### config.mk
export PLATFORM = sky130hd
export DESIGN_NAME = cdwa_aligner
export DESIGN_NICKNAME = d
export VERILOG_FILES = /design/src/rtl/cdwa_pkg.sv /design/src/rtl/cdwa_datapath.sv /design/src/rtl/cdwa_control.sv /design/src/rtl/cdwa_aligner.sv
export SDC_FILE = /design/constraint.sdc
export NUM_CORES = 1
export LEC_CHECK = 0
export CAP_MARGIN = 10
export CORE_ASPECT_RATIO = 0.5
export CORE_UTILIZATION = 59
export DETAILED_ROUTE_END_ITERATION = 8
export PLACE_DENSITY = 0.89
export SYNTH_ARGS = -nofsm -noshare
export SYNTH_HDL_FRONTEND = slang
export SYNTH_SLANG_ARGS = --single-unit
### constraint.sdc
create_clock -name clk -period 2.92 [get_ports clk]
set_clock_uncertainty 0.15 [all_clocks]
set_input_delay 0.584 -clock clk [delete_from_list [all_inputs] [get_ports clk]]
set_output_delay 0.584 -clock clk [all_outputs]
set_load 0.02 [all_outputs]
### src/rtl/cdwa_pkg.sv
package cdwa_pkg;
  localparam int CHAR_W = 10;
  localparam int LANES = 2;
  localparam int WORD_W = CHAR_W * LANES;
  localparam int POS_W = $clog2(CHAR_W);

  // fixed positions of the comma inside a character (bit 0 = first bit received)
  localparam logic [CHAR_W-1:0] COMMA_MASK = 10'b00_0111_1111;
  localparam logic [CHAR_W-1:0] COMMA_VAL  = 10'b00_0111_1100;

  typedef struct packed {
    logic shift;     // take bitIn into the window
    logic loadHold;  // window becomes the held character
    logic loadLow;   // held character parks as the lower half of a wide word
    logic loadOut;   // a word is placed on the output
  } strobe_t;

  function automatic logic isComma(input logic [CHAR_W-1:0] c);
    return (c & COMMA_MASK) == COMMA_VAL;
  endfunction
endpackage

### src/rtl/cdwa_datapath.sv
module cdwa_datapath
  import cdwa_pkg::*;
(
  input  logic              clk,
  input  logic              rst,
  input  logic              bitIn,
  input  logic              wideMode,
  input  strobe_t           stb,
  output logic              matchRaw,
  output logic [WORD_W-1:0] wordOut,
  output logic              wordValid,
  output logic              syncFlag
);
  logic [CHAR_W-1:0] win;
  logic [CHAR_W-1:0] nextWin;
  logic [CHAR_W-1:0] holdChar;
  logic [CHAR_W-1:0] lowChar;
  logic [WORD_W-1:0] nextWord;
  logic [LANES-1:0]  laneComma;
  logic [LANES-1:0]  outLaneComma;

  // newest bit enters at the top, so the oldest bit sits in bit 0
  assign nextWin  = {bitIn, win[CHAR_W-1:1]};
  assign matchRaw = isComma(nextWin);
  assign nextWord = wideMode ? {holdChar, lowChar} : {{CHAR_W{1'b0}}, holdChar};

  for (genvar l = 0; l < LANES; l++) begin : g_lane
    assign laneComma[l]    = isComma(nextWord[l*CHAR_W +: CHAR_W]);
    assign outLaneComma[l] = isComma(wordOut[l*CHAR_W +: CHAR_W]);
  end

  always_ff @(posedge clk) begin
    if (rst) begin
      win       <= '1;  // all ones can never form a comma with stale bits
      holdChar  <= '0;
      lowChar   <= '0;
      wordOut   <= '0;
      wordValid <= 1'b0;
      syncFlag  <= 1'b0;
    end else begin
      wordValid <= stb.loadOut;
      if (stb.shift)    win      <= nextWin;
      if (stb.loadHold) holdChar <= nextWin;
      if (stb.loadLow)  lowChar  <= holdChar;
      if (stb.loadOut) begin
        wordOut  <= nextWord;
        syncFlag <= |laneComma;
      end
    end
  end

  // reset clears the output side
  a_r1_reset_clear: assert property (@(posedge clk)
    rst |=> (!wordValid && !syncFlag && wordOut == '0));
  // flag tracks the comma content of the presented word
  a_r6_sync_matches: assert property (@(posedge clk) disable iff (rst)
    syncFlag == (|outLaneComma));
  // data holds between pulses
  a_r10_hold: assert property (@(posedge clk) disable iff (rst)
    !wordValid |-> $stable(wordOut));
endmodule

### src/rtl/cdwa_control.sv
module cdwa_control
  import cdwa_pkg::*;
(
  input  logic    clk,
  input  logic    rst,
  input  logic    bitValid,
  input  logic    frameEn,
  input  logic    wideMode,
  input  logic    matchRaw,
  output strobe_t stb
);
  logic [POS_W-1:0] pos;
  logic holdValid, holdFlag, slotFull;
  logic boundary, match, realign, closeChar, emitChar, toLow;

  assign boundary  = (pos == POS_W'(CHAR_W - 1));
  assign match     = frameEn & matchRaw;
  assign realign   = bitValid & match & ~boundary;
  assign closeChar = bitValid & boundary;
  assign emitChar  = closeChar & holdValid;
  // a comma always opens a new wide word; otherwise fill the empty lower half
  assign toLow     = wideMode & (holdFlag | ~slotFull);

  always_comb begin
    stb          = '0;
    stb.shift    = bitValid;
    stb.loadHold = realign | closeChar;
    stb.loadLow  = emitChar & toLow;
    stb.loadOut  = emitChar & ~toLow;
  end

  always_ff @(posedge clk) begin
    if (rst) begin
      pos       <= '0;
      holdValid <= 1'b0;
      holdFlag  <= 1'b0;
      slotFull  <= 1'b0;
    end else begin
      if (bitValid) pos <= (realign | closeChar) ? '0 : pos + 1'b1;
      if (stb.loadHold) begin
        holdValid <= 1'b1;
        holdFlag  <= match;
      end
      if (stb.loadLow)      slotFull <= 1'b1;
      else if (stb.loadOut) slotFull <= 1'b0;
    end
  end

  // spacing monitor: accepted bits since the last delivered word
  logic [5:0] gapCnt;
  always_ff @(posedge clk) begin
    if (rst)              gapCnt <= '0;
    else if (stb.loadOut) gapCnt <= '0;
    else if (bitValid && gapCnt != 6'h3f) gapCnt <= gapCnt + 1'b1;
  end

  a_r2_pos_range: assert property (@(posedge clk) disable iff (rst)
    pos < POS_W'(CHAR_W));
  a_r3_idle_still: assert property (@(posedge clk) disable iff (rst)
    !bitValid |=> $stable(pos));
  a_r7_spacing: assert property (@(posedge clk) disable iff (rst)
    stb.loadOut |-> gapCnt >= 6'(CHAR_W - 1));
  a_r8_free_run: assert property (@(posedge clk) disable iff (rst)
    (!frameEn && bitValid && !boundary) |=> pos == $past(pos) + 1'b1);
endmodule

### src/rtl/cdwa_aligner.sv
module cdwa_aligner
  import cdwa_pkg::*;
(
  input  logic              clk,
  input  logic              rst,
  input  logic              bitIn,
  input  logic              bitValid,
  input  logic              frameEn,
  input  logic              wideMode,
  output logic [WORD_W-1:0] wordOut,
  output logic              wordValid,
  output logic              syncFlag
);
  strobe_t stb;
  logic    matchRaw;

  cdwa_control u_ctrl (
    .clk      (clk),
    .rst      (rst),
    .bitValid (bitValid),
    .frameEn  (frameEn),
    .wideMode (wideMode),
    .matchRaw (matchRaw),
    .stb      (stb)
  );

  cdwa_datapath u_dp (
    .clk       (clk),
    .rst       (rst),
    .bitIn     (bitIn),
    .wideMode  (wideMode),
    .stb       (stb),
    .matchRaw  (matchRaw),
    .wordOut   (wordOut),
    .wordValid (wordValid),
    .syncFlag  (syncFlag)
  );
endmodule

# --- Yosys cells after proc, flatten, opt, wreduce, memory -nomap -nowiden ---
# Cells that the tools add are included.
op_classes:
  n_addsub: 1
  n_eq_ne: 4
  muxes: 4
  n_bitwise: 13
  reduce_logical: 2
ops:
  columns: ["operator", "n"]
  rows:
  - ["$eq 7x7->1 const B", 3]
  - ["$mux 20", 1]
  - ["$and 1x1->1", 8]
  - ["$add 4x1->4 const B", 1]
  - ["$eq 4x4->1 const B", 1]
  - ["$mux 4", 1]
  - ["$not 1->1", 3]
  - ["$mux 1", 2]
  - ["$or 1x1->1", 2]
  - ["$reduce_bool 2->1", 1]
  - ["$reduce_or 2->1", 1]
totals:
  register_bits: 59
  wordCells: 34

# --- Logic depth before layout (Yosys ltp) ---
# Gate-level depths: netlist of the first run.
logic_depth:
  word_depth: 7
  ltp_mapped: 7

# --- Hierarchy ---
# Synthesis of the first run repeated with hierarchy kept, for this count alone.
unflattened:
  hier_cells: 236
  area_unflattened_um2: 2344.7
modules_own_cells:
  columns: ["module", "n_inst", "cells_each", "area_each_um2"]
  rows:
  - ["cdwa_datapath", 1, 195, 1943.1]
  - ["cdwa_control", 1, 41, 401.6]

# --- Worst setup path after synthesis of the first run ---
# OpenSTA, ideal clock, no wires.
synth_path:
  path_kind: "input -> register"
  startpoint: "input frameEn"
  endpoint: "register u_ctrl.pos[2]"
  t_arrival_ns: 1.523
  required_time_ns: 2.650
  setup_slack_ns: 1.127
  cell_stages: 4
  n_path_buf: 1
  cell_sequence: "nand4_1 -> o41a_1 -> clkbuf_1 -> a211o_1"
synth_via:
  elab_chain_len: 5
synth_rtl:
  columns: ["item", "line", "source"]
  rows:
  - ["start: declaration", "cdwa_aligner.sv:8", "input logic frameEn,"]
  - ["$and 1x1->1", "cdwa_control.sv:17", "assign match = frameEn & matchRaw;"]
  - ["$and 1x1->1 (2 in a row)", "cdwa_control.sv:18", "assign realign = bitValid & match & ~boundary;"]
  - ["$or 1x1->1", "cdwa_control.sv:39", "if (bitValid) pos <= (realign | closeChar) ? '0 : pos + 1'b1;"]
  - ["$mux 4", "cdwa_control.sv:39", null]
  - ["end signal: assignment", "cdwa_control.sv:39", null]
  - ["end: declaration", "cdwa_control.sv:12", "logic [POS_W-1:0] pos;"]
# Every way passes these cells.
# A chain may end at the register's enable or synchronous reset.

# --- Worst setup path in the final report of the first run ---
layout_path:
  startpoint: "input bitValid"
  endpoint: "register u_dp.wordOut[15]"
layout_via:
  elab_chain_len: 3
layout_rtl:
  columns: ["item", "line", "source"]
  rows:
  - ["start: declaration", "cdwa_aligner.sv:7", "input logic bitValid,"]
  - ["$and 1x1->1", "cdwa_control.sv:19", "assign closeChar = bitValid & boundary;"]
  - ["$and 1x1->1", "cdwa_control.sv:20", "assign emitChar = closeChar & holdValid;"]
  - ["$and 1x1->1", "cdwa_control.sv:29", "stb.loadOut = emitChar & ~toLow;"]
  - ["end signal: assignment", "cdwa_datapath.sv:46", "wordOut <= nextWord;"]
  - ["end: declaration", "cdwa_datapath.sv:10", "output logic [WORD_W-1:0] wordOut,"]
# Every way passes these cells.

==> results of run 1 <==
## where the power goes
| part | internal [mW] | switching [mW] |
|---|---|---|
| clock network | 0.488 | 0.287 |
| registers | 0.803 | 0.0123 |
| logic | 0.0279 | 0.0395 |
| total | 1.32 | 0.339 |
## critical path, cell delays in order
cell,delay (ns)
sky130_fd_sc_hd__clkdlybuf4s50_1,0.58
sky130_fd_sc_hd__and4b_4,0.32
sky130_fd_sc_hd__nand2_4,0.07
sky130_fd_sc_hd__nor4b_4,0.58
sky130_fd_sc_hd__a22o_1,0.25
## synthesized netlist by cell type (2+ instances only)
cell type	number	share of area
sky130_fd_sc_hd__nor4b_1	3	0.011
sky130_fd_sc_hd__mux2i_1	20	0.085
sky130_fd_sc_hd__a211oi_2	9	0.048
sky130_fd_sc_hd__a211oi_1	5	0.016
sky130_fd_sc_hd__o21ai_0	10	0.021
sky130_fd_sc_hd__inv_1	3	0.0048
sky130_fd_sc_hd__or3_1	2	0.0053
sky130_fd_sc_hd__a211o_1	10	0.037
sky130_fd_sc_hd__clkbuf_1	8	0.013
sky130_fd_sc_hd__buf_2	5	0.011
sky130_fd_sc_hd__nor2_1	26	0.042
sky130_fd_sc_hd__and2_1	8	0.021
sky130_fd_sc_hd__ha_1	2	0.011
sky130_fd_sc_hd__dfxtp_1	58	0.49
sky130_fd_sc_hd__nand4_1	4	0.011
sky130_fd_sc_hd__nand3_1	8	0.017
sky130_fd_sc_hd__a22o_1	10	0.037
sky130_fd_sc_hd__nand4b_1	3	0.011
sky130_fd_sc_hd__a21oi_1	13	0.028
sky130_fd_sc_hd__buf_1	3	0.0048
sky130_fd_sc_hd__nand2_1	4	0.0064
## registers in the layout, summed over array words and instances, names as in the netlist, 4 cells and up
| register | flops |
|---|---|
| u_dp.win | 9 |
| u_dp.lowChar | 10 |
| u_dp.holdChar | 10 |
| u_dp.wordOut | 20 |
| u_ctrl.pos | 4 |
## final timing paths
kind	endpoint	cells past startpoint
min reg2reg	u_dp.wordOut[19]	1
max	u_dp.wordOut[15]	5
min	u_dp.wordOut[19]	1
max reg2reg	u_dp.wordOut[15]	5
## cells by family after synthesis
logic type      count (synthesis)  share of synthesized area
mux                            20                    0.08533
fa+ha+maj                       2                    0.01066
xor+xnor                        1                   0.003734
flops                          58                     0.4949
buf+inv                        20                    0.03627
simple gates                   67                     0.1627
compound gates                 61                     0.2064
## stage by stage
stage                     instances  setup slack [ns]
final                           313            0.6464
after global routing            313            0.5155
after CTS                       313            0.6809
after detailed placement        297            0.4051
after global placement          297            0.4661
after floorplan                 229             1.127
## final cells by class
type	count	area [sq um]
clock buffer	15	186.4
clock inverter	1	30.03
fill	236	752.0
inverter	3	11.26
multi-input combinational	151	1100
sequential	58	1161
tap	51	63.81
timing repair buffer	34	317.8
## per-layer routing
layer / routed length (microns) / share of wire
met3: 221 / 0.043
met4: 87 / 0.017
met2: 2389 / 0.47
met1: 2387 / 0.47
met5: 0 / 0
==> impl_metrics.toml, run 1 <==
[outcome]
run_status = "finished, final reports clean"

[timing]
worst_slew_margin_rel = 0.5378
setup_violation_total_in_the_final_timing_report = 0
tightestPinTransition_ns = 0.6907
slew_violations = 0
grt_setup_unrepaired = "false"
totalNegativeSetupSlack_ns = 0
final-hold-violation-count = 0
post-route-period-util = 0.7786
max_clock_freq_mhz = 439.8
hold_slack_ns = 0.3389
finalCriticalPeriod_ns = 2.274

[floorplanning]
io-pin-count = 28
coreArea_sq_um = 3622
die_w_microns = 91.18
chipHeight_microns = 46.59
initial_utilization = 0.6477
die_area_sq_um = 4248
placementRows = 15

[setup_path]
crit_path_start = "bitValid"
critical_path_arrival_ns = 2.39
timing.critical_path.from_type = "input port"
timing.reg2reg.setup_slack_ns = 0.90
worstPathRequired_ns = 3.04
worst-path-max-fanout = 10
critPathKind = "in -> reg"
r2r-start = "u_ctrl.pos[0]"
cp-end-kind = "register"

[cells_and_area]
final_cell_area_sq_um = 2870
final_cell_mix = "sky130_fd_sc_hd__dfxtp_1, sky130_fd_sc_hd__nor2_1, sky130_fd_sc_hd__clkdlybuf4s50_1"
finish.utilization = 0.7924
area_delta_synth_final_pct = 22.35
mostFrequentLayoutCell = "sky130_fd_sc_hd__dfxtp_1"
post_route_cells_drive_above_1_share = 0.1336
fin_nets = 265
antenna_cells = 0

[yosys]
synth_enable_flop_cells = 0
share_of_the_yosys_chip_area_belonging_to_registers = 0.4949
synthesized_flop_and_latch_total = 58
yosysUniqueCellTypes = 36
post_synth_instance_area_sq_um = 2346
postSynthAreaPerCell_sq_um = 10.24
ys.flop_type = "sky130_fd_sc_hd__dfxtp_1"
async_flop_share = 0
syn-num-nets = 237
ys_warn_count = 0
synthCells = 229

[cts]
insertion_delay_ns = 0.33
clk_path_buf_depth = 2
cts.reportedPaths.clkPinSlew_ns = 0.06
cts_tree = "yes"
cts_hold_repair.buffers = 0
total_clock_buffers_created_by_cts = 9
post_cts_resized = 0
clock_tree.root_cell = "sky130_fd_sc_hd__clkbuf_8"
post-cts-setup-buffers = 0
number_of_sinks_driven_by_the_clock_tree = 58
htree_num_levels = 3

[power_and_ir_drop]
pwr_density_cell_nw_per_um2 = 577.5
power.leakage_nw = 1.105
vdd_drop_max_mv = 0.4819
power_mw = 1.658

[placement]
detailed_place.area_sq_um = 2654
post-dp-hpwl_mm = 3.298
place.port_buffers = 27
gp_congestion = 0.7734

[routing]
drt-vias-per-instance = 5.859
drt-initial-drc-count = 112
routed_wire_length_per_instance_microns = 16.25
detailed_routing_iterations_pass_1 = 4
num_vias = 1834
wl_mm = 5.086
drc = 0
drt.antenna.violating_nets = 0

[global_routing]
grt_busiest_layer = "met2"
grt.overflow.total = 0
pin_count_of_the_biggest_net_entering_global_routing = 32
via_count_of_the_first_global_routing_pass = 1672
grt_pass1_wl_mm = 8.169
grt_antenna_before_repair = 0
grt.met1_usage = 0.3280
gr-usage-met2 = 0.4379
grt_util_met3 = 0.08581
grtUsageTotal = 0.2670

[min_path]
min-delay-path-class = "reg -> reg"
hold_path_startpoint = "u_dp.wordOut[19]"

[job]
timing.max_cap.violations = 0
(Power assumes the default switching activity.)
==> run 2: changes to the inputs <==
--- a/config.mk
+++ b/config.mk
@@ -7,9 +7,9 @@
 export LEC_CHECK = 0
 export CAP_MARGIN = 10
 export CORE_ASPECT_RATIO = 0.5
-export CORE_UTILIZATION = 59
+export CORE_UTILIZATION = 54
 export DETAILED_ROUTE_END_ITERATION = 8
-export PLACE_DENSITY = 0.89
+export PLACE_DENSITY = 0.83
 export SYNTH_ARGS = -nofsm -noshare
 export SYNTH_HDL_FRONTEND = slang
 export SYNTH_SLANG_ARGS = --single-unit
==> constraint.sdc (replaced) <==
create_clock -name clk -period 2.3 [get_ports clk]
set_clock_uncertainty 0.15 [all_clocks]
set_input_delay 0.46 -clock clk [delete_from_list [all_inputs] [get_ports clk]]
set_output_delay 0.46 -clock clk [all_outputs]
set_load 0.02 [all_outputs]
==> run 2 against run 1 <==
Core utilization down 7.9 points; count of clock-buffer cells in the layout down 3; largest cell class unchanged; first-iteration DRC count unchanged.
==> impl_metrics.toml, run 2 (same netlist as run 1, synthesis figures left out) <==
[timing]
totalNegativeSetupSlack_ns = 0
max_clock_freq_mhz = 506.5
final-hold-violation-count = 0
worst_slew_margin_rel = 0.5856
slew_violations = 0
tightestPinTransition_ns = 0.6193
grt_setup_unrepaired = "false"
post-route-period-util = 0.8584
finalCriticalPeriod_ns = 1.974
setup_violation_total_in_the_final_timing_report = 0

[setup_path]
worstPathRequired_ns = 2.37
crit_path_buf_inv_count = 1
timing.critical_path.from_type = "input port"
cp-end-kind = "register"
path_delay_family = "compound AO/OA/AOI/OAI gates"
critical_path_arrival_ns = 2.04
critical-path-slowest-cell = "sky130_fd_sc_hd__clkdlybuf4s50_1"
critPathKind = "in -> reg"
critPathMaxStageDelay_ns = 0.58
worst-path-max-fanout = 10
crit_chain = "clkdlybuf4s50_1, nand4b_1, a211oi_2, nor2_1, a22o_1"
timing.reg2reg.setup_slack_ns = 0.42

[global_routing]
grt.met1_usage = 0.3072
gr-usage-met2 = 0.3167
grt_util_met3 = 0.09119
grt.overflow.total = 0
pin_count_of_the_biggest_net_entering_global_routing = 32
grt_busiest_layer = "met2"
grt_antenna_before_repair = 0
grtUsageTotal = 0.2252
via_count_of_the_first_global_routing_pass = 1633
grt_pass1_wl_mm = 7.783

[cts]
htree_num_levels = 3
clk_path_buf_depth = 2
insertion_delay_ns = 0.33
post_cts_resized = 0
cts_hold_repair.buffers = 0
post-cts-setup-buffers = 0
cts_tree = "yes"
clock_tree.root_cell = "sky130_fd_sc_hd__clkbuf_8"
cts.reportedPaths.clkPinSlew_ns = 0.06
total_clock_buffers_created_by_cts = 9
number_of_sinks_driven_by_the_clock_tree = 58

[floorplanning]
placementRows = 16
io-pin-count = 28
coreArea_sq_um = 4024
chipHeight_microns = 48.61
initial_utilization = 0.5830
die_area_sq_um = 4628
die_w_microns = 95.22

[routing]
wl_mm = 4.769
drc = 0
num_vias = 1819
drt-initial-drc-count = 112
drt-vias-per-instance = 5.738
detailed_routing_iterations_pass_1 = 4
routed_wire_length_per_instance_microns = 15.04
drt.antenna.violating_nets = 0

[cells_and_area]
post_route_cells_drive_above_1_share = 0.1369
antenna_cells = 0
register_ranked_first_by_flip_flop_count = "u_dp.wordOut"
largest_register_ff_count = 20
num-fill-cells = 296
finish.utilization = 0.7133
area_delta_synth_final_pct = 22.35
registers_with_the_highest_flip_flop_counts = "u_dp.wordOut x20, u_dp.holdChar x10, u_dp.lowChar x10"
fin_nets = 267
final_cell_mix = "sky130_fd_sc_hd__dfxtp_1, sky130_fd_sc_hd__nor2_1, sky130_fd_sc_hd__clkdlybuf4s50_1"
mostFrequentLayoutCell = "sky130_fd_sc_hd__dfxtp_1"

[power_and_ir_drop]
vdd_drop_max_mv = 0.5840
power.leakage_nw = 1.104
pwr_density_cell_nw_per_um2 = 701.2

[min_path]
min-delay-path-class = "reg -> reg"

[placement]
place.port_buffers = 27
gp_congestion = 0.7794
post-dp-hpwl_mm = 3.174

[job]
timing.max_cap.violations = 0

[outcome]
run_status = "finished, final reports clean"
-- run 2: final timing paths --
check                                      start               end  depth (start not counted)
worst max-delay path                    bitValid  u_dp.wordOut[15]                          5
worst min-delay path            u_dp.wordOut[19]  u_dp.wordOut[19]                          1
worst max register to register     u_ctrl.pos[0]  u_dp.wordOut[15]                          5
worst min register to register  u_dp.wordOut[19]  u_dp.wordOut[19]                          1
-- run 2: stage by stage --
stage	instance area, sq um	setup WS [ns]	hold WS, ns	total power, mW	instances
3_3_place_gp	2685	0.07939	0.3105	1.136	302
3_5_place_dp	2685	0.002405	0.3137	1.141	302
2_1_floorplan	2346	0.5726	0.3042	1.115	229
6_report	2870	0.3257	0.3324	2.013	317
5_1_grt	2870	0.2010	0.3469	2.080	317
4_1_cts	2870	0.3322	0.3314	2.027	317
-- run 2: layout make-up --
class	instances	area, sq um	area share
Clock inverter	3	40.04	0.01395
Tap cell	54	67.56	0.02354
Clock buffer	12	145.1	0.05057
Sequential cell	58	1161	0.4045
Timing Repair Buffer	36	345.3	0.1203
Multi-Input combinational cell	151	1100	0.3832
Inverter	3	11.26	0.003923
-- run 2: report_power, final --
| group | leakage (nW) | switching (mW) | total (mW) | internal [mW] |
|---|---|---|---|---|
| Clock | 0.0962 | 0.371 | 0.891 | 0.521 |
| Sequential | 0.470 | 0.0157 | 1.03 | 1.02 |
| Combinational | 0.538 | 0.0513 | 0.0869 | 0.0357 |
| Total | 1.10 | 0.437 | 2.01 | 1.58 |
-- run 2: worst register-to-register path, delay by kind of cell (launching register included) --
| kind | cells | cell delay (ns) |
|---|---|---|
| AO/OA/AOI/OAI | 2 | 0.61 |
| flip-flops | 1 | 0.41 |
| AND/OR/NAND/NOR | 2 | 0.37 |
| adder cells (fa/ha/maj) | 1 | 0.23 |
-- run 2: routing by layer --
metal | wire [microns] | vias up | share of wire
li1 | - | 902 | -
met1 | 2397 | 869 | 0.50
met2 | 2107 | 39 | 0.44
met3 | 201 | 9 | 0.042
met4 | 63 | 0 | 0.013
met5 | 0 | - | 0
